==> src/rtl/sgd_pkg.sv <==
package sgd_pkg;

   localparam int unsigned SGD_LEN_W = 17;

   typedef enum logic [2:0] {
      ST_IDLE,
      ST_CHECK,
      ST_DESC_LO,
      ST_DESC_HI,
      ST_MOVE,
      ST_END
   } sgd_state_e;

   // Region length from the low half of a size word: bit 0 dropped, zero means 64 KiB.
   function automatic logic [SGD_LEN_W-1:0] sgd_region_len(input logic [15:0] size_lo);
      logic [15:0] masked;
      masked = size_lo & 16'hFFFE;
      return (masked == 16'h0000) ? 17'h10000 : {1'b0, masked};
   endfunction

endpackage

==> src/rtl/sgd_walker.sv <==
module sgd_walker
   import sgd_pkg::*;
#(
   parameter int unsigned ADDR_W     = 32,
   parameter int unsigned PAGE_BYTES = 4096,
   parameter bit          GUARD_EN   = 1'b1
) (
   input  logic                 clk,
   input  logic                 rst_n,
   input  logic                 load,
   input  logic [ADDR_W-1:0]    base,
   input  logic                 lo_ack,
   input  logic                 hi_ack,
   input  logic                 beat_ack,
   input  logic [2:0]           step,
   input  logic [31:0]          rdata,
   output logic [ADDR_W-1:0]    ptr,
   output logic [ADDR_W-1:0]    region_addr,
   output logic [SGD_LEN_W-1:0] region_len,
   output logic                 region_empty,
   output logic                 table_spent
);

   localparam logic [ADDR_W-1:0] PTR_STEP  = ADDR_W'(4);
   localparam logic [ADDR_W-1:0] GUARD_LIM = ADDR_W'(PAGE_BYTES);

   logic [ADDR_W-1:0] base_q;
   logic              last_q;
   logic              guard_hit;

   always_ff @(posedge clk or negedge rst_n) begin
      if (!rst_n) begin
         base_q      <= '0;
         ptr         <= '0;
         region_addr <= '0;
         region_len  <= '0;
         last_q      <= 1'b0;
      end else if (load) begin
         base_q      <= {base[ADDR_W-1:2], 2'b00};
         ptr         <= {base[ADDR_W-1:2], 2'b00};
         region_addr <= '0;
         region_len  <= '0;
         last_q      <= 1'b0;
      end else begin
         if (lo_ack) begin
            region_addr <= rdata[ADDR_W-1:0];
            ptr         <= ptr + PTR_STEP;
         end
         if (hi_ack) begin
            region_len <= sgd_region_len(rdata[15:0]);
            last_q     <= rdata[31];
            ptr        <= ptr + PTR_STEP;
         end
         if (beat_ack) begin
            region_addr <= region_addr + ADDR_W'(step);
            region_len  <= region_len - SGD_LEN_W'(step);
         end
      end
   end

   generate
      if (GUARD_EN) begin : g_page_guard
         assign guard_hit = (ptr - base_q) >= GUARD_LIM;
      end else begin : g_no_guard
         assign guard_hit = 1'b0;
      end
   endgenerate

   assign region_empty = (region_len == '0);
   assign table_spent  = last_q | guard_hit;

endmodule

==> src/rtl/sgd_beat.sv <==
module sgd_beat
   import sgd_pkg::*;
#(
   parameter int unsigned CNT_W = 20
) (
   input  logic                 clk,
   input  logic                 rst_n,
   input  logic                 load,
   input  logic [CNT_W-1:0]     xfer_bytes,
   input  logic                 beat_ack,
   input  logic [SGD_LEN_W-1:0] region_len,
   output logic [2:0]           step,
   output logic [3:0]           be,
   output logic                 rem_zero,
   output logic [CNT_W-1:0]     buf_off
);

   localparam logic [CNT_W-1:0]     REM_WORD = CNT_W'(4);
   localparam logic [SGD_LEN_W-1:0] LEN_WORD = SGD_LEN_W'(4);

   logic [CNT_W-1:0] remaining;
   logic             wide;

   always_ff @(posedge clk or negedge rst_n) begin
      if (!rst_n) begin
         remaining <= '0;
         buf_off   <= '0;
      end else if (load) begin
         remaining <= {xfer_bytes[CNT_W-1:1], 1'b0};
         buf_off   <= '0;
      end else if (beat_ack) begin
         remaining <= remaining - CNT_W'(step);
         buf_off   <= buf_off + CNT_W'(step);
      end
   end

   assign wide     = (remaining >= REM_WORD) && (region_len >= LEN_WORD);
   assign step     = wide ? 3'd4 : 3'd2;
   assign be       = wide ? 4'b1111 : 4'b0011;
   assign rem_zero = (remaining == '0);

endmodule

==> src/rtl/sgd_ctrl.sv <==
module sgd_ctrl
   import sgd_pkg::*;
(
   input  logic       clk,
   input  logic       rst_n,
   input  logic       start,
   input  logic       abort,
   input  logic       rem_zero,
   input  logic       region_empty,
   input  logic       table_spent,
   input  logic       gnt,
   output sgd_state_e state
);

   sgd_state_e nxt;

   always_comb begin
      nxt = state;
      unique case (state)
         ST_IDLE:    if (start) nxt = ST_CHECK;
         ST_CHECK: begin
            if (rem_zero)          nxt = ST_END;
            else if (!region_empty) nxt = ST_MOVE;
            else if (table_spent)  nxt = ST_END;
            else                   nxt = ST_DESC_LO;
         end
         ST_DESC_LO: if (gnt) nxt = ST_DESC_HI;
         ST_DESC_HI: if (gnt) nxt = ST_CHECK;
         ST_MOVE:    if (gnt) nxt = ST_CHECK;
         ST_END:     nxt = ST_IDLE;
         default:    nxt = ST_IDLE;
      endcase
      if (abort) nxt = ST_IDLE;
   end

   always_ff @(posedge clk or negedge rst_n) begin
      if (!rst_n) state <= ST_IDLE;
      else        state <= nxt;
   end

endmodule

==> src/rtl/sgd_dma_engine.sv <==
module sgd_dma_engine
   import sgd_pkg::*;
#(
   parameter int unsigned ADDR_W     = 32,
   parameter int unsigned CNT_W      = 20,
   parameter int unsigned PAGE_BYTES = 4096,
   parameter bit          GUARD_EN   = 1'b1
) (
   input  logic              clk,
   input  logic              rst_n,
   input  logic              start,
   input  logic              abort,
   input  logic              dir,
   input  logic [ADDR_W-1:0] table_base,
   input  logic [CNT_W-1:0]  xfer_bytes,
   output logic              mem_req,
   output logic              mem_we,
   output logic [ADDR_W-1:0] mem_addr,
   output logic [3:0]        mem_be,
   output logic [31:0]       mem_wdata,
   input  logic              mem_gnt,
   input  logic [31:0]       mem_rdata,
   output logic [CNT_W-1:0]  buf_addr,
   input  logic [31:0]       buf_rdata,
   output logic              buf_we,
   output logic [3:0]        buf_be,
   output logic [31:0]       buf_wdata,
   output logic              busy,
   output logic              done,
   output logic              underrun,
   output logic              eot
);

   generate
      if (ADDR_W < 13 || ADDR_W > 32) begin : g_bad_addr_w
         $error("ADDR_W must lie between 13 and 32");
      end
      if (CNT_W < 3) begin : g_bad_cnt_w
         $error("CNT_W must be at least 3");
      end
      if ((PAGE_BYTES % 8) != 0 || PAGE_BYTES == 0) begin : g_bad_page
         $error("PAGE_BYTES must be a nonzero multiple of the descriptor size");
      end
   endgenerate

   sgd_state_e           state;
   logic                 load, lo_ack, hi_ack, beat_ack;
   logic                 in_lo, in_hi, in_move;
   logic                 dir_q;
   logic [2:0]           step;
   logic [3:0]           beat_be;
   logic                 rem_zero, region_empty, table_spent;
   logic [ADDR_W-1:0]    ptr, region_addr;
   logic [SGD_LEN_W-1:0] region_len;

   assign in_lo    = (state == ST_DESC_LO);
   assign in_hi    = (state == ST_DESC_HI);
   assign in_move  = (state == ST_MOVE);
   assign load     = (state == ST_IDLE) && start && !abort;
   assign lo_ack   = in_lo && mem_gnt;
   assign hi_ack   = in_hi && mem_gnt;
   assign beat_ack = in_move && mem_gnt;

   always_ff @(posedge clk or negedge rst_n) begin
      if (!rst_n)    dir_q <= 1'b0;
      else if (load) dir_q <= dir;
   end

   sgd_ctrl i_ctrl (
      .clk          (clk),
      .rst_n        (rst_n),
      .start        (start),
      .abort        (abort),
      .rem_zero     (rem_zero),
      .region_empty (region_empty),
      .table_spent  (table_spent),
      .gnt          (mem_gnt),
      .state        (state)
   );

   sgd_walker #(
      .ADDR_W     (ADDR_W),
      .PAGE_BYTES (PAGE_BYTES),
      .GUARD_EN   (GUARD_EN)
   ) i_walker (
      .clk          (clk),
      .rst_n        (rst_n),
      .load         (load),
      .base         (table_base),
      .lo_ack       (lo_ack),
      .hi_ack       (hi_ack),
      .beat_ack     (beat_ack),
      .step         (step),
      .rdata        (mem_rdata),
      .ptr          (ptr),
      .region_addr  (region_addr),
      .region_len   (region_len),
      .region_empty (region_empty),
      .table_spent  (table_spent)
   );

   sgd_beat #(
      .CNT_W (CNT_W)
   ) i_beat (
      .clk        (clk),
      .rst_n      (rst_n),
      .load       (load),
      .xfer_bytes (xfer_bytes),
      .beat_ack   (beat_ack),
      .region_len (region_len),
      .step       (step),
      .be         (beat_be),
      .rem_zero   (rem_zero),
      .buf_off    (buf_addr)
   );

   assign mem_req   = in_lo || in_hi || in_move;
   assign mem_we    = in_move && dir_q;
   assign mem_addr  = in_move ? region_addr : ptr;
   assign mem_be    = in_move ? beat_be : 4'b1111;
   assign mem_wdata = mem_we ? buf_rdata : 32'h0;

   assign buf_we    = beat_ack && !dir_q;
   assign buf_be    = beat_be;
   assign buf_wdata = mem_rdata;

   assign busy      = (state != ST_IDLE);
   assign done      = (state == ST_END);
   assign underrun  = done && !rem_zero;
   assign eot       = done && region_empty && table_spent;

endmodule

==> config.mk <==
export PLATFORM = sky130hd
export DESIGN_NAME = sgd_dma_engine
export DESIGN_NICKNAME = d
export VERILOG_FILES = /design/src/rtl/sgd_pkg.sv /design/src/rtl/sgd_walker.sv /design/src/rtl/sgd_beat.sv /design/src/rtl/sgd_ctrl.sv /design/src/rtl/sgd_dma_engine.sv
export SDC_FILE = /design/constraint.sdc
export NUM_CORES = 1
export LEC_CHECK = 0
export BUFFER_PORTS_ARGS = -buffer_cell sky130_fd_sc_hd__buf_2
export CORE_ASPECT_RATIO = 1.75
export CORE_MARGIN = 4
export CORE_UTILIZATION = 50
export CTS_CLUSTER_DIAMETER = 150
export DETAILED_ROUTE_END_ITERATION = 16
export PLACE_DENSITY = 0.78
export SLEW_MARGIN = 25
export SYNTH_ARGS = -nofsm -noshare
export SYNTH_HDL_FRONTEND = slang
export SYNTH_SLANG_ARGS = --single-unit
==> constraint.sdc <==
create_clock -name clk -period 4 [get_ports clk]
set_input_delay 0.4 -clock clk [delete_from_list [all_inputs] [get_ports clk]]
set_output_delay 0.4 -clock clk [all_outputs]
set_load 0.03 [all_outputs]
# After elaboration in Yosys (flattened, before gate mapping)
# Cells that the tools add are included.
[totals]
ff_bits = 156
input_bits = 122
out_inout_bits = 131
[op_classes]
add_sub_neg = 6
order_cmp = 3
n_eq_ne = 8
muxes = 29
bitwise_logic = 1
reduce_logical = 28
[op_table]
columns = ["cell", "n"]
rows = [
  ["32-bit two-way mux", 8],
  ["20-bit two-way mux", 4],
  ["17-bit two-way mux", 4],
  ["32-bit by 3-bit adder with 32-bit output", 1],
  ["32-bit by 3-bit adder with 32-bit output (second input constant)", 1],
  ["32-bit by 13-bit >= comparator with 1-bit output (second input constant)", 1],
  ["32-bit subtractor", 1],
  ["3-bit two-way mux", 8],
  ["20-bit by 3-bit adder with 20-bit output", 1],
  ["20-bit by 3-bit >= comparator with 1-bit output (second input constant)", 1],
  ["20-bit zero test", 1],
  ["20-bit by 3-bit subtractor with 20-bit output", 1],
  ["17-bit by 3-bit >= comparator with 1-bit output (second input constant)", 1],
  ["17-bit zero test", 1],
  ["17-bit by 3-bit subtractor with 17-bit output", 1],
  ["16-bit zero test", 1],
  ["3-bit one-hot mux with 4 select lines", 1],
  ["3-bit nonzero test", 4],
  ["1-bit logical AND", 11],
  ["4-bit two-way mux", 2],
  ["3-bit by 2-bit equality test with 1-bit output (second input constant)", 2],
  ["3-bit equality test (second input constant)", 2],
  ["3-bit inequality test (second input constant)", 2],
  ["2-bit nonzero test", 2],
  ["9 further kinds", 13],
]

# Depth between registers and ports, before layout
# Gate-level depths: netlist (run 1).
[logic_depth]
depth_word = 8
depth_mapped = 17

# Cells and area by module
# A second synthesis (run 1) with hierarchy kept.
[unflattened]
hier_cells = 1274
area_unflattened_um2 = 11059.4
[modules_own_cells]
columns = ["mod", "instances", "cells_each", "area_each_um2", "seq_area_each_um2"]
rows = [
  ["sgd_walker", 1, 878, 7589.8, 2752.6],
  ["sgd_beat", 1, 250, 2254.7, 950.9],
  ["sgd_dma_engine", 1, 127, 1024.7, 25.0],
  ["sgd_ctrl", 1, 19, 190.2, 75.1],
]

# Least setup slack after synthesis (run 1)
# No wires, ideal clock.
[synth_timing]
path_type = "reg2reg"
startpoint = "register i_beat.remaining[13]"
endpoint = "register i_walker.region_addr[25]"
setup_ns = 0.126
arrival_time_ns = 3.770
slack_ns = 0.104
stages_incl_launch_ff = 16
path_buffers = 1
synth_period_minus_slack_ns = 3.896
cell_sequence = "dfrtp_1 -> or4_1 -> nor2_1 -> nand4_1 -> nand2_1 -> ha_1 -> fa_1 -> nand3_1 -> nor2_1 -> nand3_1 -> nor4_2 -> and4_1 -> and3_1 -> clkbuf_1 -> o21ai_0 -> a221o_1"
[synth_via]
elab_chain_cells = 6
[synth_lines]
columns = ["item", "line_no", "rtl"]
rows = [
  ["start, declared", "sgd_beat.sv:21", "logic [CNT_W-1:0] remaining;"],
  ["start signal, assigned", "sgd_beat.sv:29", "remaining <= {xfer_bytes[CNT_W-1:1], 1'b0};"],
  ["start signal, assigned", "sgd_beat.sv:32", "remaining <= remaining - CNT_W'(step);"],
  ["20-bit by 3-bit >= comparator with 1-bit output", "sgd_beat.sv:37", "assign wide = (remaining >= REM_WORD) && (region_len >= LEN_WORD);"],
  ["1-bit logical AND", "sgd_beat.sv:37", ""],
  ["3-bit two-way mux", "sgd_beat.sv:38", "assign step = wide ? 3'd4 : 3'd2;"],
  ["32-bit by 3-bit adder with 32-bit output", "sgd_walker.sv:55", "region_addr <= region_addr + ADDR_W'(step);"],
  ["32-bit two-way mux", "sgd_walker.sv:54", "if (beat_ack) begin"],
  ["32-bit two-way mux", "sgd_walker.sv:38", "end else if (load) begin"],
  ["end signal, assigned", "sgd_walker.sv:46", "region_addr <= rdata[ADDR_W-1:0];"],
  ["end signal, assigned", "sgd_walker.sv:55", ""],
  ["end, declared", "sgd_walker.sv:18", "output logic [ADDR_W-1:0] region_addr,"],
]
# No other way between the ends.
# A chain may end at the register's enable or synchronous reset.

# Final worst setup path (run 1)
[layout_timing]
startpoint = "register i_walker.ptr[21]"
endpoint = "output eot"
[layout_via]
elab_chain_cells = 4
[layout_lines]
columns = ["item", "line_no", "rtl"]
rows = [
  ["start, declared", "sgd_walker.sv:17", "output logic [ADDR_W-1:0] ptr,"],
  ["start signal, assigned", "sgd_walker.sv:40", "ptr <= {base[ADDR_W-1:2], 2'b00};"],
  ["start signal, assigned", "sgd_walker.sv:47", "ptr <= ptr + PTR_STEP;"],
  ["start signal, assigned", "sgd_walker.sv:52", "ptr <= ptr + PTR_STEP;"],
  ["32-bit subtractor", "sgd_walker.sv:63", "assign guard_hit = (ptr - base_q) >= GUARD_LIM;"],
  ["32-bit by 13-bit >= comparator with 1-bit output", "sgd_walker.sv:63", ""],
  ["1-bit OR", "sgd_walker.sv:70", "assign table_spent = last_q | guard_hit;"],
  ["1-bit logical AND", "sgd_dma_engine.sv:130", "assign eot = done && region_empty && table_spent;"],
  ["end, declared", "sgd_dma_engine.sv:31", "output logic eot"],
]
# No other way between the ends.

==> run_results.csv, run 1 <==
group,metric,value,unit
sta,slew_viol_final,0,
drt,vias_per_cell,6.183,
drt,dr.pass1.iters,5,
clock_tree,cts.clk_slew.worst_paths,0.07,ns
global_route,grt_pass1_wl,59110,um
power,power,12.53,mW
drt,wire_per_inst,21.00,um
floorplan,num_rows,70,
worst_setup_path,endpoint_kind,"primary output",
floorplan,die_y,201.3,um
worst_setup_path,required,3.60,ns
sta,period_share,1.002,
worst_setup_path,cp.arrival,3.61,ns
place,place_congestion,1.034,
synthesis,ys_async_sr_fraction,1.000,
cells_and_area,syn_to_final_growth,24.56,%
global_route,antenna_found_initial,2,
worst_setup_path,rr_endpoint,"i_walker.region_addr[30]",
sta,worst_slew_margin_rel,0.4055,
sta,tightest_slew,0.8917,ns
synthesis,syn_avg_cell_area,8.203,sq um
synthesis,seq_area_frac_synth,0.3541,
synthesis,ys_ff_latch,151,
global_route,grt_max_degree,107,
place,io_buffers,244,
synthesis,synth_area_leaders,"dfrtp_1 35%, o21ai_0 6.5%, nand2_1 6.3%, ha_1 4.5%, a21oi_1 3.6%",
cells_and_area,drive_gt1_frac,0.2969,
power,p_int,6.381,mW
floorplan,start_util,0.5098,
floorplan,ios,253,
clock_tree,clockRootBuffer,"clkbuf_16",
cells_and_area,seqCellArea,3785,sq um
sta,rsz0062_at_grt,"true",
drt,drt_first_iter_violations,860,
worst_setup_path,worst-r2r-cell-count,15,
clock_tree,numCtsBuffers,17,
power,leakagePower,6.131,nW
worst_setup_path,slowest_delay,0.45,ns
synthesis,synth_edf_count,0,
cells_and_area,fill_cells,1826,
worst_setup_path,worstSetupPathType,"flip-flop to primary output",
clock_tree,cts.path.max_buffers,2,
worst_setup_path,critPathSlowestCell,"ha_1",
synthesis,netlist.area_leader.share,0.3541,
sta,timing.fmax,249.4,MHz
run,cap_violations,0,
worst_setup_path,cp_top_family,"simple AND/OR/NAND/NOR gates",
global_route,overflow,0,
power,pwr-share-clk,0.142,
clock_tree,cts_tree,"done",
sta,fin_skew,0.01231,ns
sta,layout_setup_ws,-0.008954,ns
worst_setup_path,crit_path_frequent_cell,"buf_4",
cells_and_area,final_core_util,0.6350,
power,peakVddDrop,583.1,uV
clock_tree,ctsHtreeMaxLevel,4,
global_route,track_usage,0.3106,
power,switching_share,0.4908,
run_status,outcome,"complete, but fails checks",
floorplan,chipWidth,118.4,um
synthesis,netlist_area,10670,sq um
worst_setup_path,setup.worst_path.start_class,"flip-flop",
sta,fin_crit,4.009,ns
clock_tree,clock_latency,0.45,ns
clock_tree,cts_sinks,151,
power,seq_power_share,0.204,
synthesis,synth_top_cell_by_area,"dfrtp_1",
synthesis,ys.warnings.count,0,
sta,setup_violations,1,
floorplan,die_area,23840,sq um
cells_and_area,antenna_cells,0,
worst_setup_path,reg2reg_slack,0.29,ns
worst_setup_path,path_cells,"ha_1, buf_4, nand4_1, nor3_1, o311ai_1, nor2b_1, a211oi_1, nand4b_1, nor4_4, nor3_2, buf_4",
place,hpwl,29230,um
synthesis,synth_cell_types,74,
clock_tree,holdBufCountCts,0,
cells_and_area,final_nets,1715,
worst_setup_path,r2r_start,"i_beat.remaining[13]",
run_status,violations,"negative setup slack",
sta,finalHoldViolCount,0,
worst_setup_path,path_buf_inv,2,
global_route,grt_pass1_vias,11430,
synthesis,dominantRegCellSynth,"dfrtp_1",
worst_setup_path,critPathMaxFanout,5,
synthesis,syn_inst,1301,
drt,route.antenna.remaining_nets,0,
drt,drc,0,
floorplan,fp.coreArea,20930,sq um
power,p_switching,6.150,mW
drt,vias,11220,
power,powerDensity,942.7,nW/um^2
hold_path,hold_class,"primary input to asynchronous set/reset pin",
drt,totalWireLength,38110,um
cells_and_area,multi_input_comb_area,6501,sq um
power,p_comb_frac,0.654,
==> cells in the final DEF (no fill, tap or decap), types with 13 or more instances in the layout <==
master / netlist / final
o211ai_1: 19 / 19
nand2_1: 178 / 174
nand3_1: 44 / 43
buf_2: 11 / 242
clkbuf_16: 0 / 17
mux2_2: 30 / 30
a21oi_1: 77 / 69
nor3_1: 50 / 48
ha_1: 38 / 27
o21ai_0: 138 / 135
inv_1: 56 / 53
dfrtp_1: 151 / 146
nor4_1: 17 / 16
nor2_1: 84 / 78
nand4_1: 28 / 28
a221o_1: 18 / 18
or3_1: 15 / 13
buf_4: 40 / 79
and2_1: 36 / 36
xor2_1: 32 / 32
xnor2_1: 21 / 20
and3_1: 22 / 19
==> synth_stat cells (6+ instances only) <==
library cell  instances
o22ai_1               6
buf_4                40
mux2i_1               8
nor2b_1               9
nor2_1               84
a221o_1              18
nor3_1               50
ha_1                 38
dfrtp_1             151
xnor2_1              21
o211ai_1             19
buf_2                11
a21o_1                7
xor2_1               32
and2_1               36
nor4_1               17
mux2_2               30
and3_1               22
a31oi_1              10
clkbuf_1             43
a21oi_1              77
o21ai_0             138
nand4_1              28
or3_1                15
o311ai_0              7
o21a_1                7
inv_1                56
nand2_1             178
a211oi_1              9
o221ai_1              6
nand3_1              44
==> flip-flops by register name, indices dropped and copies added, names as in the netlist <==
signal,flops
dir_q,1
i_walker.base_q,30
i_walker.region_len,16
i_walker.ptr,30
i_walker.region_addr,32
i_walker.last_q,1
i_ctrl.state,3
i_beat.remaining,19
i_beat.buf_off,19
==> layout make-up <==
type                            count  share of cell area
Sequential cell                   151              0.2847
Clock inverter                     15             0.01619
Timing Repair Buffer              324              0.1385
Clock buffer                       17             0.03200
Multi-Input combinational cell   1000              0.4891
Tap cell                          252             0.02372
Inverter                           56             0.01581
==> metrics by stage <==
step            TNS [ns]  setup slack [ns]  hold WS, ns  instance area, sq um  std cells
6_report       -0.008954         -0.008954      0.02430                 13290       1815
3_5_place_dp           0           0.06012       0.4926                 12200       1769
5_1_grt          -0.1128           -0.1128       0.1358                 13290       1815
2_1_floorplan          0            0.1044       0.1044                 10680       1304
4_1_cts         -0.06031          -0.06031       0.1233                 12990       1803
3_3_place_gp           0           0.04788       0.4689                 12200       1769
==> kinds of logic after synthesis <==
kind of cell               synth area share
other                             0.0007037
xor gates and xnor gates            0.04350
adders and majority gates           0.05393
AOI/OAI and AO/OA                    0.2088
muxes                               0.03916
buffers and inverters               0.06988
DFF                                  0.3541
and+or+nand+nor                      0.2299
==> power by group through the flow <==
stage          clock, mW  sequential, mW  combinational, mW
3_5_place_dp           0            2.54               7.28
6_report            1.78            2.56               8.19
4_1_cts             1.80            2.53               7.62
3_3_place_gp           0            2.52               7.22
2_1_floorplan          0            2.45               4.96
5_1_grt             1.86            2.62               8.86
==> per-layer routing <==
metal	GRT usage	vias up	routed length, um
met2	0.5468	461	19580
met1	0.3538	5474	13890
li1	-	5149	-
met4	0.1815	2	2262
met5	0	-	7
met3	0.04809	136	2368
==> worst max path at each step <==
stage                               from                  endpoint  slack, ns  cells after the start
detailed placement  i_beat.remaining[13]  i_walker.region_addr[30]       0.06                     15
finish                  i_walker.ptr[21]                       eot     -0.009                     11
floorplan           i_beat.remaining[13]  i_walker.region_addr[25]       0.10                     15
CTS                      i_walker.ptr[2]                       eot      -0.06                     14
global placement         i_walker.ptr[2]                       eot       0.05                     15
global route         i_walker.base_q[22]                       eot      -0.11                     12
==> timing repair <==
item / 4_1_cts / 5_1_grt
pin swaps: 11 / 9
setup endpoints to repair: 1 / 11
hold endpoints to repair: 0 / 0
gates cloned: 0 / 0
resized for setup: 34 / 47
buffers inserted: 3 / 12
Note: power is estimated with default switching activity, not from simulation.
==> run 2: changes to the inputs <==
Settings changed: CORE_UTILIZATION 50 to 55, CTS_BUF_LIST set to sky130_fd_sc_hd__clkbuf_8, PLACE_DENSITY 0.78 to 0.82.
Clock period 4 ns to 4.1 ns, I/O delays scaled along.
==> run 2 against run 1 <==
Effect of this change:
- the run still ends with negative setup slack left
- clock power decreased by 33%
- final cell count decreased by 2.8%
- die area down 8.6%
- total power is 12% lower
- sequential power barely moved
- routed wire length fell by 6.3%
- via count decreased by 1.5%
- flip-flop and latch count unchanged
- core utilization rose by 2.4 points
- first-iteration DRC count rose by 6.0%
- global-route usage rose by 1.4 points
- clock-buffer cell count up 1
- critical path type unchanged
- largest power group unchanged
- highest routed layer is now met4
==> run_results.csv, run 2 (synthesis gave the netlist of run 1 again) <==
group,metric,value,unit
run_status,outcome,"complete, but fails checks",
run_status,violations,"negative setup slack",
sta,fin_skew,0.01269,ns
sta,finalSetupTns,-0.1019,ns
place,place_area,11950,sq um
sta,worst_slew_margin_rel,0.4037,
power,powerDensity,872.9,nW/um^2
drt,totalWireLength,35720,um
sta,period_share,1.025,
sta,finalHoldViolCount,0,
floorplan,ios,253,
sta,tightest_slew,0.8944,ns
hold_path,hold_class,"primary input to asynchronous set/reset pin",
cells_and_area,syn_to_final_growth,18.08,%
cells_and_area,stdcell_area,12600,sq um
cells_and_area,largest_reg_flops,32,
clock_tree,cts_tree,"done",
worst_setup_path,setup.worst_path.start_class,"flip-flop",
drt,drt_first_iter_violations,912,
drt,route.antenna.remaining_nets,0,
clock_tree,cts_sinks,151,
worst_setup_path,worstSetupPathType,"flip-flop to primary output",
cells_and_area,final_nets,1676,
sta,slew_viol_final,0,
run,cap_violations,0,
sta,rsz0062_at_grt,"true",
global_route,grt_max_degree,96,
cells_and_area,drive_gt1_frac,0.2631,
clock_tree,ctsHtreeMaxLevel,4,
power,p_int,5.296,mW
floorplan,die_y,192.3,um
power,seq_power_share,0.231,
floorplan,die_area,21780,sq um
power,leakagePower,5.799,nW
worst_setup_path,cp-startpoint,"i_walker.ptr[14]",
cells_and_area,layout_commonest_cell,"buf_2",
clock_tree,cts.path.max_buffers,2,
clock_tree,numCtsBuffers,17,
sta,layout_setup_ws,-0.1019,ns
floorplan,chipWidth,113.3,um
cells_and_area,top_register,"i_walker.region_addr",
power,p_switching,5.703,mW
floorplan,fp.coreArea,19110,sq um
drt,dr.pass1.iters,6,
place,place_congestion,0.9933,
sta,fin_crit,4.202,ns
global_route,grt_pass1_wl,55730,um
floorplan,num_rows,67,
worst_setup_path,path_buf_inv,1,
worst_setup_path,cp_top_family,"compound AO/OA/AOI/OAI gates",
drt,drc,0,
worst_setup_path,path_cells,"ha_1, a21o_1, a31oi_1, o221ai_1, a31o_2, o22ai_1, xor2_1, nand2_1, nor4_4, nor3_2, buf_4",
worst_setup_path,required,3.69,ns
global_route,antenna_found_initial,0,
worst_setup_path,endpoint_kind,"primary output",
place,hpwl,27370,um
global_route,track_usage,0.3251,
sta,setup_violations,1,
clock_tree,cts.clk_slew.worst_paths,0.08,ns
power,switching_share,0.5185,
floorplan,start_util,0.5583,
worst_setup_path,cp.arrival,3.79,ns
place,io_buffers,244,
worst_setup_path,r2r_start,"i_beat.remaining[13]",
power,pwr-share-clk,0.108,
power,p_comb_frac,0.661,
cells_and_area,antenna_cells,0,
worst_setup_path,slowest_delay,0.48,ns
drt,vias_per_cell,6.266,
worst_setup_path,critPathMaxFanout,7,
drt,wire_per_inst,20.24,um
sta,timing.fmax,238.0,MHz
global_route,overflow,0,
worst_setup_path,critPathSlowestCell,"dfrtp_1",
clock_tree,clock_latency,0.48,ns
drt,vias,11060,
cells_and_area,final_cell_mix,"242 x buf_2, 177 x nand2_1, 150 x dfrtp_1, 135 x o21ai_0, 82 x nor2_1",
global_route,grt_pass1_vias,10890,
cells_and_area,reg_top3,"i_walker.region_addr: 32 flops, i_walker.base_q: 30 flops, i_walker.ptr: 30 flops",
clock_tree,clockRootBuffer,"clkbuf_8",
cells_and_area,fill_cells,1668,
clock_tree,holdBufCountCts,0,
power,peakVddDrop,542.5,uV
-- run 2: cell types whose count changed in the layout (fill, tap and decap cells not counted), moves of 4 or more --
cell | before | now
dfrtp_2 | 5 | 1
buf_4 | 79 | 42
ha_4 | 8 | 4
dfrtp_1 | 146 | 150
clkbuf_16 | 17 | 0
nor2_1 | 78 | 82
clkbuf_8 | 1 | 18
-- run 2: cell type report --
type                    count  area (sq um)  area share
repair buffers            285          1538      0.1220
flip-flops and latches    151          3780      0.3000
clock inverters            14         148.9     0.01182
multi-input cells        1000          6375      0.5059
well taps                 241         301.5     0.02393
inverters                  56         210.2     0.01668
clock buffers              18         247.7     0.01966
-- run 2: power by group through the flow --
| stage | registers, mW | clock network, mW | logic [mW] |
|---|---|---|---|
| after floorplan | 2.39 | 0 | 4.84 |
| after global placement | 2.51 | 0 | 6.55 |
| after detailed placement | 2.54 | 0 | 6.64 |
| after CTS | 2.52 | 1.20 | 7.00 |
| after global routing | 2.61 | 1.27 | 7.86 |
| final | 2.54 | 1.19 | 7.27 |
-- run 2: path summary, 6_finish.rpt --
check | end | slack [ns] | cells past startpoint
max | eot | -0.10 | 11
min | i_walker.base_q[6] | 0.01 | 1
max reg2reg | i_walker.region_addr[30] | 0.29 | 14
min reg2reg | i_walker.region_addr[31] | 0.51 | 1
max in group asynchronous | i_walker.region_len[15] | 3.12 | 2
min in group clk | i_ctrl.state[2] | 0.12 | 2
-- run 2: repair_timing --
| action | in CTS | in global routing |
|---|---|---|
| setup endpoints to repair | 1 | 12 |
| gates resized for setup | 36 | 12 |
| pin swaps | 11 | 9 |
| gates cloned | 0 | 0 |
| setup buffers | 6 | 2 |
-- run 2: stage by stage --
step / instances / util / worst slack, ns / power, mW / hold WS [ns]
after floorplan: 1304 / - / 0.2044 / 7.233 / 0.1144
after global placement: 1726 / 0.6250 / 0.1750 / 9.063 / 0.4715
after detailed placement: 1726 / 0.6250 / 0.1619 / 9.172 / 0.4901
after CTS: 1763 / 0.6551 / -0.07736 / 10.72 / 0.03774
after global routing: 1765 / 0.6593 / -0.1249 / 11.73 / 0.06955
final: 1765 / 0.6593 / -0.1019 / 11.00 / 0.01091
-- run 2: layer usage --
layer | GRT usage | part of all wire
met1 | 0.3720 | 0.37
met2 | 0.5674 | 0.51
met3 | 0.04707 | 0.060
met4 | 0.1999 | 0.063
met5 | 0 | 0
==> run 3: changes to the inputs <==
Settings changed: ABC_AREA set to 1, GPL_TIMING_DRIVEN set to 1, PLACE_DENSITY 0.82 to 0.8.
==> run 3 against run 2 <==
Effect of this change:
- worst setup slack improved by 0.36 ns
- via count rose by 14%
- the flow now finishes without violations
- largest power group unchanged
- first-iteration DRC count fell by 25%
- sequential share of layout area fell by 2.1 points
- critical path depth rose by 7
==> run_results.csv, run 3 <==
group,metric,value,unit
sta,tightest_slew,0.8964,ns
sta,finalHoldViolCount,0,
cells_and_area,syn_to_final_growth,13.95,%
sta,worst_slew_margin_rel,0.4024,
clock_tree,cts.clk_slew.worst_paths,0.09,ns
synthesis,synth_cell_types,51,
worst_setup_path,path_buf_inv,4,
synthesis,ys_ff_latch,151,
clock_tree,cts.path.max_buffers,2,
sta,timing.fmax,260.1,MHz
cells_and_area,stdcell_area,13560,sq um
worst_setup_path,path_cells,"inv_1, ha_1, inv_1, fa_1, nand3_1, nand3_1, nand3_1, nand3_1, nand2_1, nand2_1, nand2_1, inv_1, nand3_1, nor2_1, nand2_1, o21ai_1, nor3_1, buf_2",
place,place_area,13120,sq um
synthesis,synth_top_cell_by_area,"dfrtp_1",
global_route,overflow,0,
synthesis,syn_inst,1838,
drt,drt_first_iter_violations,685,
worst_setup_path,required,3.69,ns
drt,wire_per_inst,15.22,um
worst_setup_path,endpoint_kind,"primary output",
floorplan,die_y,202.6,um
worst_setup_path,setup.worst_path.start_class,"flip-flop",
cells_and_area,layout_commonest_cell,"nand2_1",
clock_tree,cts_sinks,151,
cells_and_area,largest_reg_flops,32,
cells_and_area,final_nets,2192,
floorplan,fp.coreArea,21410,sq um
cells_and_area,final_core_util,0.6332,
synthesis,ys.warnings.count,0,
floorplan,ios,253,
synthesis,netlist.area_leader.share,0.3176,
global_route,grt_max_degree,95,
synthesis,synth_area_leaders,"dfrtp_1 32%, nand2_1 15%, inv_1 9.8%, nor2_1 6.5%, o21ai_0 5.9%",
sta,slew_viol_final,0,
drt,vias_per_cell,5.409,
global_route,grt_pass1_wl,57190,um
global_route,antenna_found_initial,0,
cells_and_area,final_cell_mix,"468 x nand2_1, 315 x inv_1, 243 x buf_2, 205 x nor2_1, 151 x dfrtp_1",
sta,finalSetupTns,0,ns
worst_setup_path,slowest_delay,0.46,ns
global_route,track_usage,0.2900,
power,power,9.836,mW
floorplan,chipWidth,119.2,um
cells_and_area,fill_cells,2029,
cells_and_area,top_register,"i_walker.region_addr",
sta,rsz0062_at_grt,"false",
synthesis,seq_area_frac_synth,0.3176,
drt,drc,0,
cells_and_area,reg_top3,"i_walker.region_addr: 32 flops, i_walker.base_q: 30 flops, i_walker.ptr: 30 flops",
synthesis,ys_async_sr_fraction,1.000,
sta,fin_skew,0.01629,ns
synthesis,yosysMostFrequentCell,"nand2_1",
synthesis,dominantRegCellSynth,"dfrtp_1",
cells_and_area,antenna_cells,0,
clock_tree,clock_latency,0.47,ns
drt,vias,12610,
synthesis,synthTopCellsByCount,"470 x nand2_1, 312 x inv_1, 205 x nor2_1",
synthesis,syn_avg_cell_area,6.473,sq um
clock_tree,cts_tree,"done",
clock_tree,numCtsBuffers,17,
clock_tree,clockRootBuffer,"clkbuf_8",
worst_setup_path,critPathSlowestCell,"dfrtp_1",
cells_and_area,drive_gt1_frac,0.1632,
place,hpwl,27950,um
run,cap_violations,0,
power,leakagePower,7.311,nW
power,peakVddDrop,370.9,uV
hold_path,hold_class,"primary input to asynchronous set/reset pin",
worst_setup_path,cp.arrival,3.44,ns
floorplan,die_area,24140,sq um
synthesis,synth_edf_count,0,
sta,setup_violations,0,
floorplan,start_util,0.5557,
sta,fin_crit,3.845,ns
clock_tree,ctsHtreeMaxLevel,4,
worst_setup_path,critPathMaxFanout,6,
worst_setup_path,crit_path_frequent_cell,"nand3_1",
place,place_congestion,0.9498,
drt,route.antenna.remaining_nets,0,
power,powerDensity,725.6,nW/um^2
clock_tree,post-cts-setup-buffers,0,
worst_setup_path,worstSetupPathType,"flip-flop to primary output",
run_status,outcome,"completed",
floorplan,num_rows,71,
synthesis,netlist_area,11900,sq um
worst_setup_path,cp_top_family,"simple AND/OR/NAND/NOR gates",
drt,dr.pass1.iters,6,
place,io_buffers,244,
sta,period_share,0.9379,
drt,totalWireLength,35500,um
global_route,grt_pass1_vias,12260,
==> run 3: changes by cell type after synthesis, sizes merged, moves of 17 or more <==
cell / delta
and3: -21
mux2: -29
a22oi: +26
inv: +271
nand3: +41
nand2: +295
and2: -37
nor2: +133
a221o: -17
==> run 3: report_power, final <==
| group | switching (mW) | leakage, nW | internal (mW) |
|---|---|---|---|
| registers | 0.586 | 1.87 | 2.07 |
| clock network | 0.590 | 0.219 | 0.673 |
| logic | 3.99 | 5.23 | 1.92 |
| total | 5.17 | 7.31 | 4.67 |
==> run 3: cells by family after synthesis <==
family,count (synthesis),share of synthesized area
mux,1,0.0009464
compound gates,305,0.1460
buf+inv,418,0.1454
fa+ha+maj,43,0.04838
simple gates,881,0.3138
flops,151,0.3176
xor+xnor,37,0.02724
other cells,2,0.0006312
==> run 3: layer usage <==
metal / vias up / GRT usage / routed length [um]
met5: - / 0 / 0
li1: 6208 / - / -
met3: 131 / 0.03958 / 2089
met2: 500 / 0.5353 / 18590
met4: 0 / 0.1807 / 2040
met1: 5774 / 0.3061 / 12780
==> run 3: layout make-up <==
type	instances	area (sq um)	share of cell area
Clock inverter	14	185.2	0.01366
Inverter	328	1231	0.09082
Timing Repair Buffer	257	1338	0.09866
Clock buffer	18	247.7	0.01827
Sequential cell	151	3779	0.2787
Tap cell	292	365.4	0.02695
Multi-Input combinational cell	1272	6411	0.4729
==> run 3: through the flow <==
stage | setup WS (ns) | hold slack [ns] | cells
2_1_floorplan | 0.8773 | 0.1144 | 1841
3_3_place_gp | 0.3847 | 0.4581 | 2300
4_1_cts | 0.1565 | 0.05956 | 2332
5_1_grt | 0.04073 | 0.09984 | 2332
6_report | 0.2546 | 0.02840 | 2332
3_5_place_dp | 0.3255 | 0.4635 | 2300
==> run 3: final timing paths <==
path / startpoint / endpoint / slack (ns) / depth (start not counted)
min in group clk: xfer_bytes[5] / i_beat.remaining[5] / 0.16 / 3
hold reg to reg: i_beat.buf_off[19] / i_beat.buf_off[19] / 0.49 / 1
setup reg to reg: i_beat.remaining[13] / i_walker.region_addr[28] / 0.38 / 22
setup / recovery: i_walker.ptr[2] / eot / 0.25 / 18
max in group asynchronous: rst_n / i_walker.ptr[24] / 3.19 / 2
hold / removal: rst_n / i_walker.region_addr[6] / 0.03 / 1
==> run 3: what timing repair did <==
action	CTS	global route
hold buffers	0	0
endpoints found under the setup margin	0	2
resized for setup	0	2
